**config.mk**
```make
export PLATFORM = sky130hd
export DESIGN_NAME = scan_cmp_engine
export DESIGN_NICKNAME = d
export VERILOG_FILES = /design/src/rtl/scan_cmp_pkg.sv /design/src/rtl/scan_len_reg.sv /design/src/rtl/scan_err_bank.sv /design/src/rtl/scan_shift_fsm.sv /design/src/rtl/scan_cmp_engine.sv
export SDC_FILE = /design/constraint.sdc
export NUM_CORES = 1
export LEC_CHECK = 0
export BUFFER_PORTS_ARGS = -buffer_cell sky130_fd_sc_hd__buf_2
export CAP_MARGIN = 20
export CELL_PAD_IN_SITES_DETAIL_PLACEMENT = 1
export CELL_PAD_IN_SITES_GLOBAL_PLACEMENT = 2
export CORE_UTILIZATION = 25
export CTS_CLUSTER_DIAMETER = 80
export CTS_CLUSTER_SIZE = 16
export DETAILED_ROUTE_END_ITERATION = 16
export PLACE_DENSITY_LB_ADDON = 0.1
export SKIP_LAST_GASP = 1
export SLEW_MARGIN = 20
export SYNTH_ARGS = -nofsm -noshare
export SYNTH_HDL_FRONTEND = slang
export SYNTH_SLANG_ARGS = --single-unit
```
**constraint.sdc**
```tcl
create_clock -name clk -period 8.4 [get_ports clk]
set_clock_uncertainty 0.05 [all_clocks]
set_input_delay 0.84 -clock clk [delete_from_list [all_inputs] [get_ports clk]]
set_output_delay 0.84 -clock clk [all_outputs]
set_load 0.03 [all_outputs]
```
**src/rtl/scan_cmp_pkg.sv**
```systemverilog
package scan_cmp_pkg;

    typedef enum logic [1:0] {
        S_IDLE = 2'd0,
        S_LOW  = 2'd1,
        S_HIGH = 2'd2,
        S_DONE = 2'd3
    } eng_state_t;

    // one masked comparison: high when a known position disagrees
    function automatic logic masked_miss(input logic got, input logic want, input logic known);
        return known & (got ^ want);
    endfunction

endpackage

```
**src/rtl/scan_len_reg.sv**
```systemverilog
module scan_len_reg #(
    parameter int MAX_LEN = 64,
    parameter int CW      = $clog2(MAX_LEN + 1)
) (
    input  logic          clk,
    input  logic          rst_n,
    input  logic          load,
    input  logic          allow,
    input  logic [CW-1:0] value,
    output logic [CW-1:0] len_q,
    output logic          len_ok
);

    localparam logic [CW-1:0] LEN_CAP = CW'(MAX_LEN);

    logic [CW-1:0] clamped;

    always_comb begin
        clamped = (value > LEN_CAP) ? LEN_CAP : value;
    end

    always_ff @(posedge clk or negedge rst_n) begin
        if (!rst_n) begin
            len_q  <= '0;
            len_ok <= 1'b0;
        end else if (load && allow) begin
            len_q  <= clamped;
            len_ok <= 1'b1;
        end
    end

endmodule

```
**src/rtl/scan_err_bank.sv**
```systemverilog
module scan_err_bank #(
    parameter int NCHAIN = 2,
    parameter int NFLAG  = 8,
    parameter int SELW   = (NCHAIN > 1) ? $clog2(NCHAIN) : 1,
    parameter int FSW    = (NFLAG > 1) ? $clog2(NFLAG) : 1
) (
    input  logic                    clk,
    input  logic                    rst_n,
    input  logic                    set_en,
    input  logic [SELW-1:0]         set_chain,
    input  logic [FSW-1:0]          set_idx,
    input  logic                    clr_en,
    input  logic [SELW-1:0]         clr_chain,
    input  logic [FSW-1:0]          clr_idx,
    output logic [NCHAIN*NFLAG-1:0] flags
);

    for (genvar c = 0; c < NCHAIN; c++) begin : g_chain
        for (genvar f = 0; f < NFLAG; f++) begin : g_flag
            logic hit_set;
            logic hit_clr;
            logic bit_q;

            always_comb begin
                hit_set = set_en && (set_chain == SELW'(c)) && (set_idx == FSW'(f));
                hit_clr = clr_en && (clr_chain == SELW'(c)) && (clr_idx == FSW'(f));
            end

            always_ff @(posedge clk or negedge rst_n) begin
                if (!rst_n) begin
                    bit_q <= 1'b0;
                end else if (hit_set) begin
                    bit_q <= 1'b1;
                end else if (hit_clr) begin
                    bit_q <= 1'b0;
                end
            end

            assign flags[c*NFLAG + f] = bit_q;
        end
    end

endmodule

```
**src/rtl/scan_shift_fsm.sv**
```systemverilog
module scan_shift_fsm
    import scan_cmp_pkg::*;
#(
    parameter int MAX_LEN = 64,
    parameter int HALF    = 2,
    parameter int NCHAIN  = 2,
    parameter int NFLAG   = 8,
    parameter int CW      = $clog2(MAX_LEN + 1),
    parameter int IW      = (MAX_LEN > 1) ? $clog2(MAX_LEN) : 1,
    parameter int SELW    = (NCHAIN > 1) ? $clog2(NCHAIN) : 1,
    parameter int FSW     = (NFLAG > 1) ? $clog2(NFLAG) : 1,
    parameter int TW      = (HALF > 1) ? $clog2(HALF) : 1
) (
    input  logic               clk,
    input  logic               rst_n,
    input  logic               start,
    input  logic [CW-1:0]      len_q,
    input  logic               len_ok,
    input  logic [SELW-1:0]    chain_sel,
    input  logic [FSW-1:0]     flag_sel,
    input  logic [MAX_LEN-1:0] stim_vec,
    input  logic [MAX_LEN-1:0] exp_vec,
    input  logic [MAX_LEN-1:0] mask_vec,
    input  logic               tdo_bit,
    output logic               busy,
    output logic               done,
    output logic               tck_int,
    output logic               tdi_int,
    output logic [SELW-1:0]    act_chain,
    output logic [FSW-1:0]     act_flag,
    output logic               cmp_fail
);

    localparam logic [TW-1:0] TICK_AT = TW'(HALF - 1);

    eng_state_t         state_q;
    eng_state_t         state_d;
    logic [TW-1:0]      tmr_q;
    logic [IW-1:0]      idx_q;
    logic [MAX_LEN-1:0] stim_q;
    logic [MAX_LEN-1:0] exp_q;
    logic [MAX_LEN-1:0] mask_q;
    logic               tdi_q;
    logic               tick;
    logic               go_shift;
    logic [IW-1:0]      first_idx;

    always_comb begin
        tick      = (tmr_q == TICK_AT);
        go_shift  = len_ok && (len_q != '0);
        first_idx = IW'(len_q - CW'(1));
    end

    // next-state selection
    always_comb begin
        state_d = state_q;
        unique case (state_q)
            S_IDLE: begin
                if (start) begin
                    state_d = go_shift ? S_LOW : S_DONE;
                end
            end
            S_LOW: begin
                if (tick) begin
                    state_d = S_HIGH;
                end
            end
            S_HIGH: begin
                if (tick) begin
                    state_d = (idx_q == '0) ? S_DONE : S_LOW;
                end
            end
            S_DONE: begin
                state_d = S_IDLE;
            end
            default: begin
                state_d = S_IDLE;
            end
        endcase
    end

    // state register
    always_ff @(posedge clk or negedge rst_n) begin
        if (!rst_n) begin
            state_q <= S_IDLE;
        end else begin
            state_q <= state_d;
        end
    end

    // half-period timer, bit pointer, captured command and TDI register
    always_ff @(posedge clk or negedge rst_n) begin
        if (!rst_n) begin
            tmr_q     <= '0;
            idx_q     <= '0;
            stim_q    <= '0;
            exp_q     <= '0;
            mask_q    <= '0;
            act_chain <= '0;
            act_flag  <= '0;
            tdi_q     <= 1'b0;
        end else begin
            unique case (state_q)
                S_IDLE: begin
                    tmr_q <= '0;
                    if (start && go_shift) begin
                        stim_q    <= stim_vec;
                        exp_q     <= exp_vec;
                        mask_q    <= mask_vec;
                        act_chain <= chain_sel;
                        act_flag  <= flag_sel;
                        idx_q     <= first_idx;
                        tdi_q     <= stim_vec[first_idx];
                    end
                end
                S_LOW: begin
                    tmr_q <= tick ? '0 : tmr_q + TW'(1);
                end
                S_HIGH: begin
                    if (tick) begin
                        tmr_q <= '0;
                        if (idx_q == '0) begin
                            tdi_q <= 1'b0;
                        end else begin
                            idx_q <= idx_q - IW'(1);
                            tdi_q <= stim_q[idx_q - IW'(1)];
                        end
                    end else begin
                        tmr_q <= tmr_q + TW'(1);
                    end
                end
                S_DONE: begin
                    tmr_q <= '0;
                    tdi_q <= 1'b0;
                end
                default: begin
                    tmr_q <= '0;
                end
            endcase
        end
    end

    // outputs decoded from the state
    always_comb begin
        busy     = 1'b0;
        done     = 1'b0;
        tck_int  = 1'b0;
        cmp_fail = 1'b0;
        unique case (state_q)
            S_IDLE: begin
            end
            S_LOW: begin
                busy     = 1'b1;
                cmp_fail = tick && masked_miss(tdo_bit, exp_q[idx_q], mask_q[idx_q]);
            end
            S_HIGH: begin
                busy    = 1'b1;
                tck_int = 1'b1;
            end
            S_DONE: begin
                done = 1'b1;
            end
            default: begin
            end
        endcase
        tdi_int = tdi_q;
    end

endmodule

```
**src/rtl/scan_cmp_engine.sv**
```systemverilog
module scan_cmp_engine #(
    parameter int MAX_LEN = 64,
    parameter int HALF    = 2,
    parameter int NCHAIN  = 2,
    parameter int NFLAG   = 8,
    localparam int CW     = $clog2(MAX_LEN + 1),
    localparam int SELW   = (NCHAIN > 1) ? $clog2(NCHAIN) : 1,
    localparam int FSW    = (NFLAG > 1) ? $clog2(NFLAG) : 1
) (
    input  logic                    clk,
    input  logic                    rst_n,
    input  logic                    cnt_load,
    input  logic [CW-1:0]           cnt_value,
    input  logic                    start,
    input  logic [SELW-1:0]         chain_sel,
    input  logic [FSW-1:0]          flag_sel,
    input  logic                    flag_clr,
    input  logic [MAX_LEN-1:0]      stim_vec,
    input  logic [MAX_LEN-1:0]      exp_vec,
    input  logic [MAX_LEN-1:0]      mask_vec,
    input  logic [NCHAIN-1:0]       tdo_i,
    output logic [NCHAIN-1:0]       tck_o,
    output logic [NCHAIN-1:0]       tdi_o,
    output logic                    busy,
    output logic                    done,
    output logic [NCHAIN*NFLAG-1:0] err_flags
);

    logic [CW-1:0]   len_q;
    logic            len_ok;
    logic            tck_int;
    logic            tdi_int;
    logic [SELW-1:0] act_chain;
    logic [FSW-1:0]  act_flag;
    logic            cmp_fail;
    logic            tdo_bit;

    scan_len_reg #(
        .MAX_LEN (MAX_LEN),
        .CW      (CW)
    ) u_len (
        .clk    (clk),
        .rst_n  (rst_n),
        .load   (cnt_load),
        .allow  (!busy),
        .value  (cnt_value),
        .len_q  (len_q),
        .len_ok (len_ok)
    );

    scan_shift_fsm #(
        .MAX_LEN (MAX_LEN),
        .HALF    (HALF),
        .NCHAIN  (NCHAIN),
        .NFLAG   (NFLAG)
    ) u_fsm (
        .clk       (clk),
        .rst_n     (rst_n),
        .start     (start),
        .len_q     (len_q),
        .len_ok    (len_ok),
        .chain_sel (chain_sel),
        .flag_sel  (flag_sel),
        .stim_vec  (stim_vec),
        .exp_vec   (exp_vec),
        .mask_vec  (mask_vec),
        .tdo_bit   (tdo_bit),
        .busy      (busy),
        .done      (done),
        .tck_int   (tck_int),
        .tdi_int   (tdi_int),
        .act_chain (act_chain),
        .act_flag  (act_flag),
        .cmp_fail  (cmp_fail)
    );

    scan_err_bank #(
        .NCHAIN (NCHAIN),
        .NFLAG  (NFLAG)
    ) u_flags (
        .clk       (clk),
        .rst_n     (rst_n),
        .set_en    (cmp_fail),
        .set_chain (act_chain),
        .set_idx   (act_flag),
        .clr_en    (flag_clr),
        .clr_chain (chain_sel),
        .clr_idx   (flag_sel),
        .flags     (err_flags)
    );

    assign tdo_bit = tdo_i[act_chain];

    // steer the serial pair to the active chain only
    for (genvar c = 0; c < NCHAIN; c++) begin : g_port
        logic sel_here;
        assign sel_here = busy && (act_chain == SELW'(c));
        assign tck_o[c] = sel_here & tck_int;
        assign tdi_o[c] = sel_here & tdi_int;
    end

endmodule

```
Word level (Yosys, flattened, before mapping) --
Cells that the tools add are included. Widths: inputs -> output; s select.
Word-level totals: word-level logic and storage cells 200, bits in registers 230, input bits 210, output and inout bits 22
Cells by class: equality and inequality tests 22, add/sub/neg operators 3, reductions and logical operators 72, $lt $le $gt $ge 5, mux-type cells 63, bitwise gates (word level) 8
Operator list (count):
- $mux 1 | 46
- $logic_and 1x1->1 | 42
- $reduce_bool 2->1 | 17
- $bmux 1 s6 | 4
- $eq 3x3->1 const B | 8
- $lt 6x7->1 const B | 3
- $mux 6 | 3
- $eq 3x2->1 const B | 4
- $pmux 6 s2 | 1
- $sub 6x1->6 const B | 2
- $mux 2 | 5
- $pmux 2 s4 | 1
- $gt 7x7->1 const B | 1
- $mux 7 | 1
- $reduce_bool 7->1 | 1
- $eq 3x1->1 const B | 2
- $logic_not 3->1 | 2
- $logic_not 6->1 | 1
- $ne 2x1->1 const B | 3
- $reduce_and 3->1 | 2
- $and 1x1->1 | 5
- $eq 2x2->1 const B | 2
- $ne 2x2->1 const B | 2
- $reduce_and 4->1 | 1
- other kinds (12) | 14

Longest topological paths before layout --
Gate-level depths: netlist of the first run.
depth after elaboration 9, mapped depth 13, gate-level depth less buffers 9

By module --
From an unflattened synthesis of the first run, not the netlist that was laid out.
Unflattened totals: cell total of the unflattened synthesis 799, area total of the unflattened synthesis 11579.9 µm²
By module, submodules not included:
- scan_shift_fsm | seq. area each 5154.9 µm², area an instance 10405.0 µm², cells each 690, times used 1
- scan_err_bank | seq. area each 400.4 µm², area an instance 790.8 µm², cells each 80, times used 1
- scan_len_reg | seq. area each 200.2 µm², area an instance 330.3 µm², cells each 23, times used 1
- scan_cmp_engine | seq. area each 0.0 µm², area an instance 53.8 µm², cells each 6, times used 1

Least setup slack after synthesis of the first run --
No wires, ideal clock.
kind register -> register, start point register u_fsm.idx_q[0], end point register u_fsm.tdi_q, in the netlist u_fsm.tdi_int, path slack 4.783 ns, arrival 3.441 ns, data required time 8.224 ns, cell stages (with the launch flop) 14, clock period less this slack 3.617 ns, path through dfrtp_1 > buf_6 > buf_12 > buf_2 > inv_1 > ha_1 > xor2_1 > buf_6 > mux4_2 > mux4_2 > nand2b_1 > nand4_1 > a21oi_1 > a311o_1
On the way: word-level cells in the longest chain between the ends 6, elaborated cells between the ends (all ways) 7
Ends and longest elaborated chain:
- start: declaration | line scan_shift_fsm.sv:39 | logic [IW-1:0] idx_q;
- start signal: assignment | line scan_shift_fsm.sv:112 | idx_q <= first_idx;
- start signal: assignment | line scan_shift_fsm.sv:125 | idx_q <= idx_q - IW'(1);
- $sub 6x1->6 | line scan_shift_fsm.sv:126 | tdi_q <= stim_q[idx_q - IW'(1)];
- $bmux 1 s6 | line scan_shift_fsm.sv:126
- $mux 1 (not written as such) | line scan_shift_fsm.sv:126
- $mux 1 * | line scan_shift_fsm.sv:122 | if (idx_q == '0) begin
- $mux 1 * | line scan_shift_fsm.sv:120 | if (tick) begin
- $pmux 1 s3 * | line scan_shift_fsm.sv:103 | unique case (state_q)
- end signal: assignment | line scan_shift_fsm.sv:113 | tdi_q <= stim_vec[first_idx];
- end signal: assignment | line scan_shift_fsm.sv:126
- end: declaration | line scan_shift_fsm.sv:43 | logic tdi_q;
Every way passes the cells marked *; elsewhere a longest branch is shown, timed or not. The select of a mux whose other input is x is not followed. A chain may end at the register's enable or synchronous reset.

Final worst setup path of the first run --
start point register u_len.len_q[0], end point register u_fsm.stim_q[9]
On the way: word-level cells in the longest chain between the ends 4
Ends and longest elaborated chain:
- start: declaration | line scan_len_reg.sv:10 | output logic [CW-1:0] len_q,
- start signal: assignment | line scan_len_reg.sv:27 | len_q <= clamped;
- $reduce_bool 7->1 | line scan_shift_fsm.sv:50 | go_shift = len_ok && (len_q != '0);
- $logic_and 1x1->1 | line scan_shift_fsm.sv:50
- $logic_and 1x1->1 | line scan_shift_fsm.sv:106 | if (start && go_shift) begin
- $reduce_and 2->1 (no line)
- end signal: assignment | line scan_shift_fsm.sv:107 | stim_q <= stim_vec;
- end: declaration | line scan_shift_fsm.sv:40 | logic [MAX_LEN-1:0] stim_q;
No other way between the ends.

==> impl_metrics.env, run 1 <==
export IMPL_ios=232
export IMPL_syn_inst=822
export IMPL_outcome="finished, final reports clean"
export IMPL_die_h_um=217.2
export IMPL_syn_to_final_growth_pct=20.03
export IMPL_cts_buffer_depth=3
export IMPL_crit_end="u_fsm.stim_q[9]"
export IMPL_nNetsFinal=1237
export IMPL_fin_cells=1635
export IMPL_tns_ns=0
export IMPL_slowest_stage="and3_4"
export IMPL_dp_cells=1595
export IMPL_synth_area_leaders="dfrtp_1 50%, mux2_2 19%, mux4_2 8.6%"
export IMPL_numPortBuffers=231
export IMPL_p_leak_nw=5.961
export IMPL_clock_latency_ns=0.54
export IMPL_ir_drop_mv=0.1511
export IMPL_yosysTopAreaCellShare=0.4970
export IMPL_reg2reg_from="u_len.len_q[0]"
export IMPL_ys_types=61
export IMPL_synth_seq_area_share=0.4970
export IMPL_path_cells="clkinv_1 > ha_1 > a31oi_1 > and3_4 > buf_4 > buf_4 > mux2_2"
export IMPL_antenna_found_initial=1
export IMPL_rrSetupSlack_ns=4.11
export IMPL_post_cts_buffers=0
export IMPL_overflow=0
export IMPL_synth_fp_nets=1040
export IMPL_yosysWarningCount=0
export IMPL_place_congestion=0.7307
export IMPL_dieArea_um2=47180
export IMPL_dominantRegCellSynth="dfrtp_1"
export IMPL_synth_edf_count=0
export IMPL_die_w_um=217.2
export IMPL_num_vias=7572
export IMPL_start_kind="flop"
export IMPL_track_usage=0.1525
export IMPL_root_buffer="clkbuf_16"
export IMPL_path_clk_slew_ns=0.07
export IMPL_reg2reg_to="u_fsm.stim_q[9]"
export IMPL_dpl_hpwl_um=25320
export IMPL_ant_nets=0
export IMPL_cts_tree="yes"
export IMPL_wire_per_inst_um=21.70
export IMPL_cts_resized=0
export IMPL_layout_drive_gt1_share=0.5227
export IMPL_first_global_vias=8440
export IMPL_vias_per_cell=4.631
export IMPL_rsz0062_at_grt="no"
export IMPL_drv_slew=0
export IMPL_grt_max_degree=117
export IMPL_rows=78
export IMPL_startpoint="u_len.len_q[0]"
export IMPL_fmax_ghz=0.2329
export IMPL_end_kind="flop"
export IMPL_initial_utilization=0.2541
export IMPL_syn_area_per_cell_um2=14.09
export IMPL_fillers=4919
export IMPL_powerDensity_nw_per_um2=439.4
export IMPL_hold_viol_final=0
export IMPL_cts_buffers=22
export IMPL_ys_async_sr_fraction=1.000
export IMPL_coreArea_um2=45580
export IMPL_synth_seq_cells=230
export IMPL_clock_sinks=230
export IMPL_routed_wl_um=35490
export IMPL_drc_errors=0
export IMPL_worstPathRequired_ns=8.77
export IMPL_worstMarginPinSlew_ns=0.9448
export IMPL_critPathMaxFanout=60
export IMPL_cts_htree_levels=1
export IMPL_syn_cell_area_um2=11580
export IMPL_r2r_cells=7
export IMPL_hold_buffers=0
export IMPL_max_stage_delay_ns=0.80
export IMPL_setup_violations_final=0
export IMPL_criticalPathCategory="flop to flop"
export IMPL_cp_data_arrival_time_ns=4.66
export IMPL_slew_headroom=0.3701
export IMPL_grt_pass1_wl_um=54280
export IMPL_min_period_ns=4.294
export IMPL_drv_cap=0
export IMPL_holdCritPathClass="input pin to asynchronous set/reset pin"
export IMPL_cpMostUsedCell="buf_4"
export IMPL_drt_iter0_markers=270
export IMPL_first_pass_iters=4
export IMPL_finalCritPeriodShare=0.5112
export IMPL_yosys_area_top_type="dfrtp_1"
## where the power goes
part / internal (W) / switching, W
Clock: 0.000536 / 0.000490
Combinational: 0.00154 / 0.00144
Sequential: 0.00167 / 0.000427
Total: 0.00375 / 0.00236
## how the worst min path moves through the flow
stage	slack, ns	cells after the start	end
2_1_floorplan	0.36	2	u_len.len_ok
6_report	0.35	1	u_fsm.mask_q[39]
5_1_grt	0.41	1	u_fsm.exp_q[33]
4_1_cts	0.36	1	u_fsm.mask_q[39]
3_5_place_dp	0.39	2	u_len.len_ok
3_3_place_gp	0.38	2	u_len.len_ok
## synth_stat cells (2+ instances only)
cell      number
mux4_1         9
a22oi_1        9
a41oi_1        2
a31oi_1        4
o41ai_1       16
mux2_2       200
nand4_1        3
nand2b_1      18
o21ai_0       40
or2_2          3
xnor2_1        4
nor3b_1        2
nor2_1        14
buf_12         2
nand3_1        6
dfrtp_1      230
a211o_1        2
o211ai_1       2
mux4_2        44
xnor2_2        2
nand3b_1       3
nand2_1       34
ha_1           8
and3_1         2
nor3_1         2
xor2_1         7
buf_6          6
inv_1          7
mux2i_1       40
clkbuf_1      19
nor2b_1        4
buf_4         20
a21oi_1       11
buf_2         19
a22o_1         2
## metrics by stage
stage	setup slack (ns)	hold WS, ns	utilization	instance area (um2)	power [W]
6_report	4.106	0.3481	0.3050	13900	0.006108
2_1_floorplan	4.783	0.3637	-	11580	0.004342
5_1_grt	3.823	0.4111	0.3049	13900	0.006571
3_3_place_gp	4.178	0.3850	0.2893	13190	0.005151
3_5_place_dp	4.137	0.3892	0.2893	13190	0.005191
4_1_cts	4.118	0.3609	0.3049	13890	0.006262
## sequential cells by signal (all words and copies together) (netlist names)
register / flops
u_fsm.act_chain: 1
u_fsm.act_flag: 3
u_fsm.mask_q: 64
u_fsm.state_q: 2
u_flags.g_chain.g_flag.bit_q: 16
u_fsm.tick: 1
u_len.len_q: 7
u_fsm.exp_q: 64
u_fsm.idx_q: 6
u_fsm.stim_q: 64
u_fsm.tdi_int: 1
u_len.len_ok: 1
## per-layer routing
layer	wire [um]	GRT usage	vias up	share of wire
met5	0	0	-	0
met4	573	0.03216	0	0.016
met3	1090	0.02278	31	0.031
met2	16730	0.2456	140	0.47
met1	17090	0.2159	3942	0.48
li1	-	-	3459	-
## critical path: cells and delay by family (launching register included)
family / cells / cell delay (ns)
buffers and inverters: 3 / 1.66
AND/OR/NAND/NOR: 1 / 0.80
flip-flops: 1 / 0.56
multiplexers: 1 / 0.41
adder cells (fa/ha/maj): 1 / 0.33
AO/OA/AOI/OAI: 1 / 0.24
## final cells by class
type	instances	area [um2]	area share
sequential	230	5761	0.4144
clock buffer	26	575.6	0.04141
antenna	2	5.005	0.0003601
timing repair buffer	240	1246	0.08966
inverter	8	30.03	0.002160
multi-input combinational	517	5398	0.3883
clock inverter	12	133.9	0.009632
tap	600	750.7	0.05401
## cell usage in the layout, fill, tap and decap left out, types with 8 or more instances in the layout
cell	Yosys	routed
buf_2	19	230
dfrtp_1	230	228
mux2_2	200	200
mux4_2	44	44
o21ai_0	40	40
mux2i_1	40	40
nand2_1	34	34
clkbuf_16	0	22
nand2b_1	18	18
o41ai_1	16	16
nor2_1	14	14
a21oi_1	11	11
a22oi_1	9	9
mux4_1	9	9
ha_1	8	8
buf_4	20	8
## kinds of logic after synthesis
logic type,count (synthesis),synth area share
AOI/OAI and AO/OA,101,0.06072
xor gates and xnor gates,13,0.01113
adders and majority gates,8,0.008644
buffers and inverters,75,0.03955
DFF,230,0.4970
muxes,294,0.3363
and+or+nand+nor,101,0.04668
No activity file was read; power rests on OpenSTA's default activity.
==> run 2, diff against run 1 <==
==> constraint.sdc (replaced) <==
create_clock -name clk -period 4.3 [get_ports clk]
set_clock_uncertainty 0.05 [all_clocks]
set_input_delay 0.43 -clock clk [delete_from_list [all_inputs] [get_ports clk]]
set_output_delay 0.43 -clock clk [all_outputs]
set_load 0.03 [all_outputs]
==> run 2 against run 1 <==
Compared with the run above: worst setup slack got worse by 3.2 ns; final cell count rose by 0.43%; non-clock buffer count rose by 11; flip-flop and latch count did not move; sequential share of layout area fell by 0.32 points; critical path depth did not move; sequential power rose by 89%; utilization rose by 0.24 points; clock power rose by 96%; first-iteration DRC count rose by 34%; power rose by 98%; die area did not move.
==> impl_metrics.env, run 2 (synthesized netlist as in run 1, its figures left out) <==
export IMPL_layout_drive_gt1_share=0.5274
export IMPL_tns_ns=0
export IMPL_dieArea_um2=47180
export IMPL_ant_nets=0
export IMPL_numPortBuffers=231
export IMPL_hold_buffers=1
export IMPL_powerDensity_nw_per_um2=861.2
export IMPL_rows=78
export IMPL_root_buffer="clkbuf_16"
export IMPL_worstMarginPinSlew_ns=0.9670
export IMPL_wire_per_inst_um=21.85
export IMPL_holdCritPathClass="input pin to flop"
export IMPL_grt_max_degree=110
export IMPL_biggestRegsByFlops="u_fsm.exp_q x64, u_fsm.mask_q x64, u_fsm.stim_q x64"
export IMPL_place_congestion=0.7112
export IMPL_placed_area_um2=13290
export IMPL_finalPower_w=0.01206
export IMPL_critPathMaxFanout=17
export IMPL_start_kind="flop"
export IMPL_dpl_hpwl_um=26140
export IMPL_finalCritPeriodShare=0.7983
export IMPL_dr_wl_met2_um=17240
export IMPL_track_usage=0.1555
export IMPL_fin_cells=1642
export IMPL_rrSetupSlack_ns=0.87
export IMPL_routed_wl_um=35880
export IMPL_worstHoldStart="exp_vec[2]"
export IMPL_first_global_vias=8593
export IMPL_post_cts_buffers=0
export IMPL_reg2reg_from="u_len.len_q[0]"
export IMPL_slowest_stage="ha_1"
export IMPL_cp_data_arrival_time_ns=3.81
export IMPL_combPwrFrac=0.503
export IMPL_cts_resized=0
export IMPL_wl_met1_um=16780
export IMPL_clockPowerShare=0.167
export IMPL_syn_to_final_growth_pct=20.96
export IMPL_drv_slew=0
export IMPL_seqPwrFrac=0.329
export IMPL_vias_per_cell=4.643
export IMPL_cts_buffer_depth=3
export IMPL_setup_violations_final=0
export IMPL_p_leak_nw=6.019
export IMPL_wl_met3_um=1197
export IMPL_final_common_cell="buf_2"
export IMPL_overflow=0
export IMPL_dp_cells=1605
export IMPL_ios=232
export IMPL_coreArea_um2=45580
export IMPL_path_cells="clkinv_1 > ha_1 > nor2b_1 > a22oi_1 > a311oi_1 > o21ai_0 > a311o_1"
export IMPL_hold_depth=2
export IMPL_p_int_w=0.007407
export IMPL_end_kind="flop"
export IMPL_slew_headroom=0.3553
export IMPL_clock_latency_ns=0.54
export IMPL_max_stage_delay_ns=1.07
export IMPL_reg2reg_to="u_fsm.tdi_int"
export IMPL_die_h_um=217.2
export IMPL_nNetsFinal=1248
export IMPL_min_to="u_fsm.exp_q[2]"
export IMPL_drt_iter0_markers=361
export IMPL_hold_viol_final=0
export IMPL_power_switching_w=0.004657
export IMPL_outcome="finished, final reports clean"
export IMPL_r2r_cells=7
export IMPL_final_cell_mix="230 x buf_2, 228 x dfrtp_1, 200 x mux2_2, 44 x mux4_2"
export IMPL_grt_pass1_wl_um=55390
export IMPL_antenna_found_initial=2
export IMPL_stdcell_area_um2=14010
export IMPL_drc_errors=0
export IMPL_drv_cap=0
export IMPL_criticalPathCategory="flop to flop"
export IMPL_path_clk_slew_ns=0.07
export IMPL_min_period_ns=3.433
export IMPL_worstPathRequired_ns=4.68
export IMPL_initial_utilization=0.2541
export IMPL_clock_sinks=230
export IMPL_fmax_ghz=0.2913
export IMPL_swShare=0.3860
export IMPL_die_w_um=217.2
export IMPL_rsz0062_at_grt="no"
export IMPL_highest_layer="met4"
export IMPL_num_vias=7623
export IMPL_first_pass_iters=4
export IMPL_cts_buffers=22
export IMPL_ir_drop_mv=0.3153
export IMPL_cts_htree_levels=1
export IMPL_cts_tree="yes"
-- run 2: final cells by class --
| type | count | area, um2 |
|---|---|---|
| sequential | 230 | 5761 |
| clock buffer | 25 | 593.1 |
| timing repair buffer | 251 | 1356 |
| tap | 600 | 750.7 |
| inverter | 8 | 30.03 |
| antenna | 1 | 2.502 |
| multi-input combinational | 517 | 5398 |
| clock inverter | 10 | 116.4 |
| fill | 4904 | 31570 |
-- run 2: power by group through the flow --
stage          registers, W  logic [W]  clock network, W
2_1_floorplan       0.00367    0.00482                 0
3_3_place_gp        0.00403    0.00614                 0
3_5_place_dp        0.00404    0.00620                 0
4_1_cts             0.00399    0.00623           0.00214
5_1_grt             0.00415    0.00669           0.00219
6_report            0.00397    0.00607           0.00202
-- run 2: worst max-delay path by stage --
stage	startpoint	end	slack (ns)	cells past startpoint
after global placement	u_len.len_q[0]	u_fsm.tdi_int	0.86	7
after global routing	u_len.len_q[0]	u_fsm.tdi_int	0.64	10
after detailed placement	u_len.len_q[0]	u_fsm.tdi_int	0.85	7
after CTS	u_len.len_q[0]	u_fsm.tdi_int	0.85	7
final	u_len.len_q[0]	u_fsm.tdi_int	0.87	7
after floorplan	u_fsm.idx_q[0]	u_fsm.tdi_int	0.68	13
-- run 2: through the flow --
| stage | hold slack [ns] | utilization | setup WS [ns] |
|---|---|---|---|
| after floorplan | 0.08441 | - | 0.6830 |
| after global placement | 0.3810 | 0.2915 | 0.8648 |
| after detailed placement | 0.3898 | 0.2915 | 0.8503 |
| after CTS | 0.02098 | 0.3073 | 0.8485 |
| after global routing | 0.03351 | 0.3073 | 0.6420 |
| final | 0.06576 | 0.3073 | 0.8674 |
-- run 2: routing by layer --
layer | up-vias | global-route usage
li1 | 3478 | -
met1 | 3954 | 0.2160
met2 | 150 | 0.2555
met3 | 41 | 0.02250
met4 | 0 | 0.03357
met5 | - | 0
-- run 2: critical path, delay by kind of cell (launching register included) --
family / cells / cell delay [ns]
adder cells (fa/ha/maj): 1 / 1.07
AO/OA/AOI/OAI: 4 / 1.07
AND/OR/NAND/NOR: 1 / 0.47
flip-flops: 1 / 0.35
buffers and inverters: 1 / 0.30
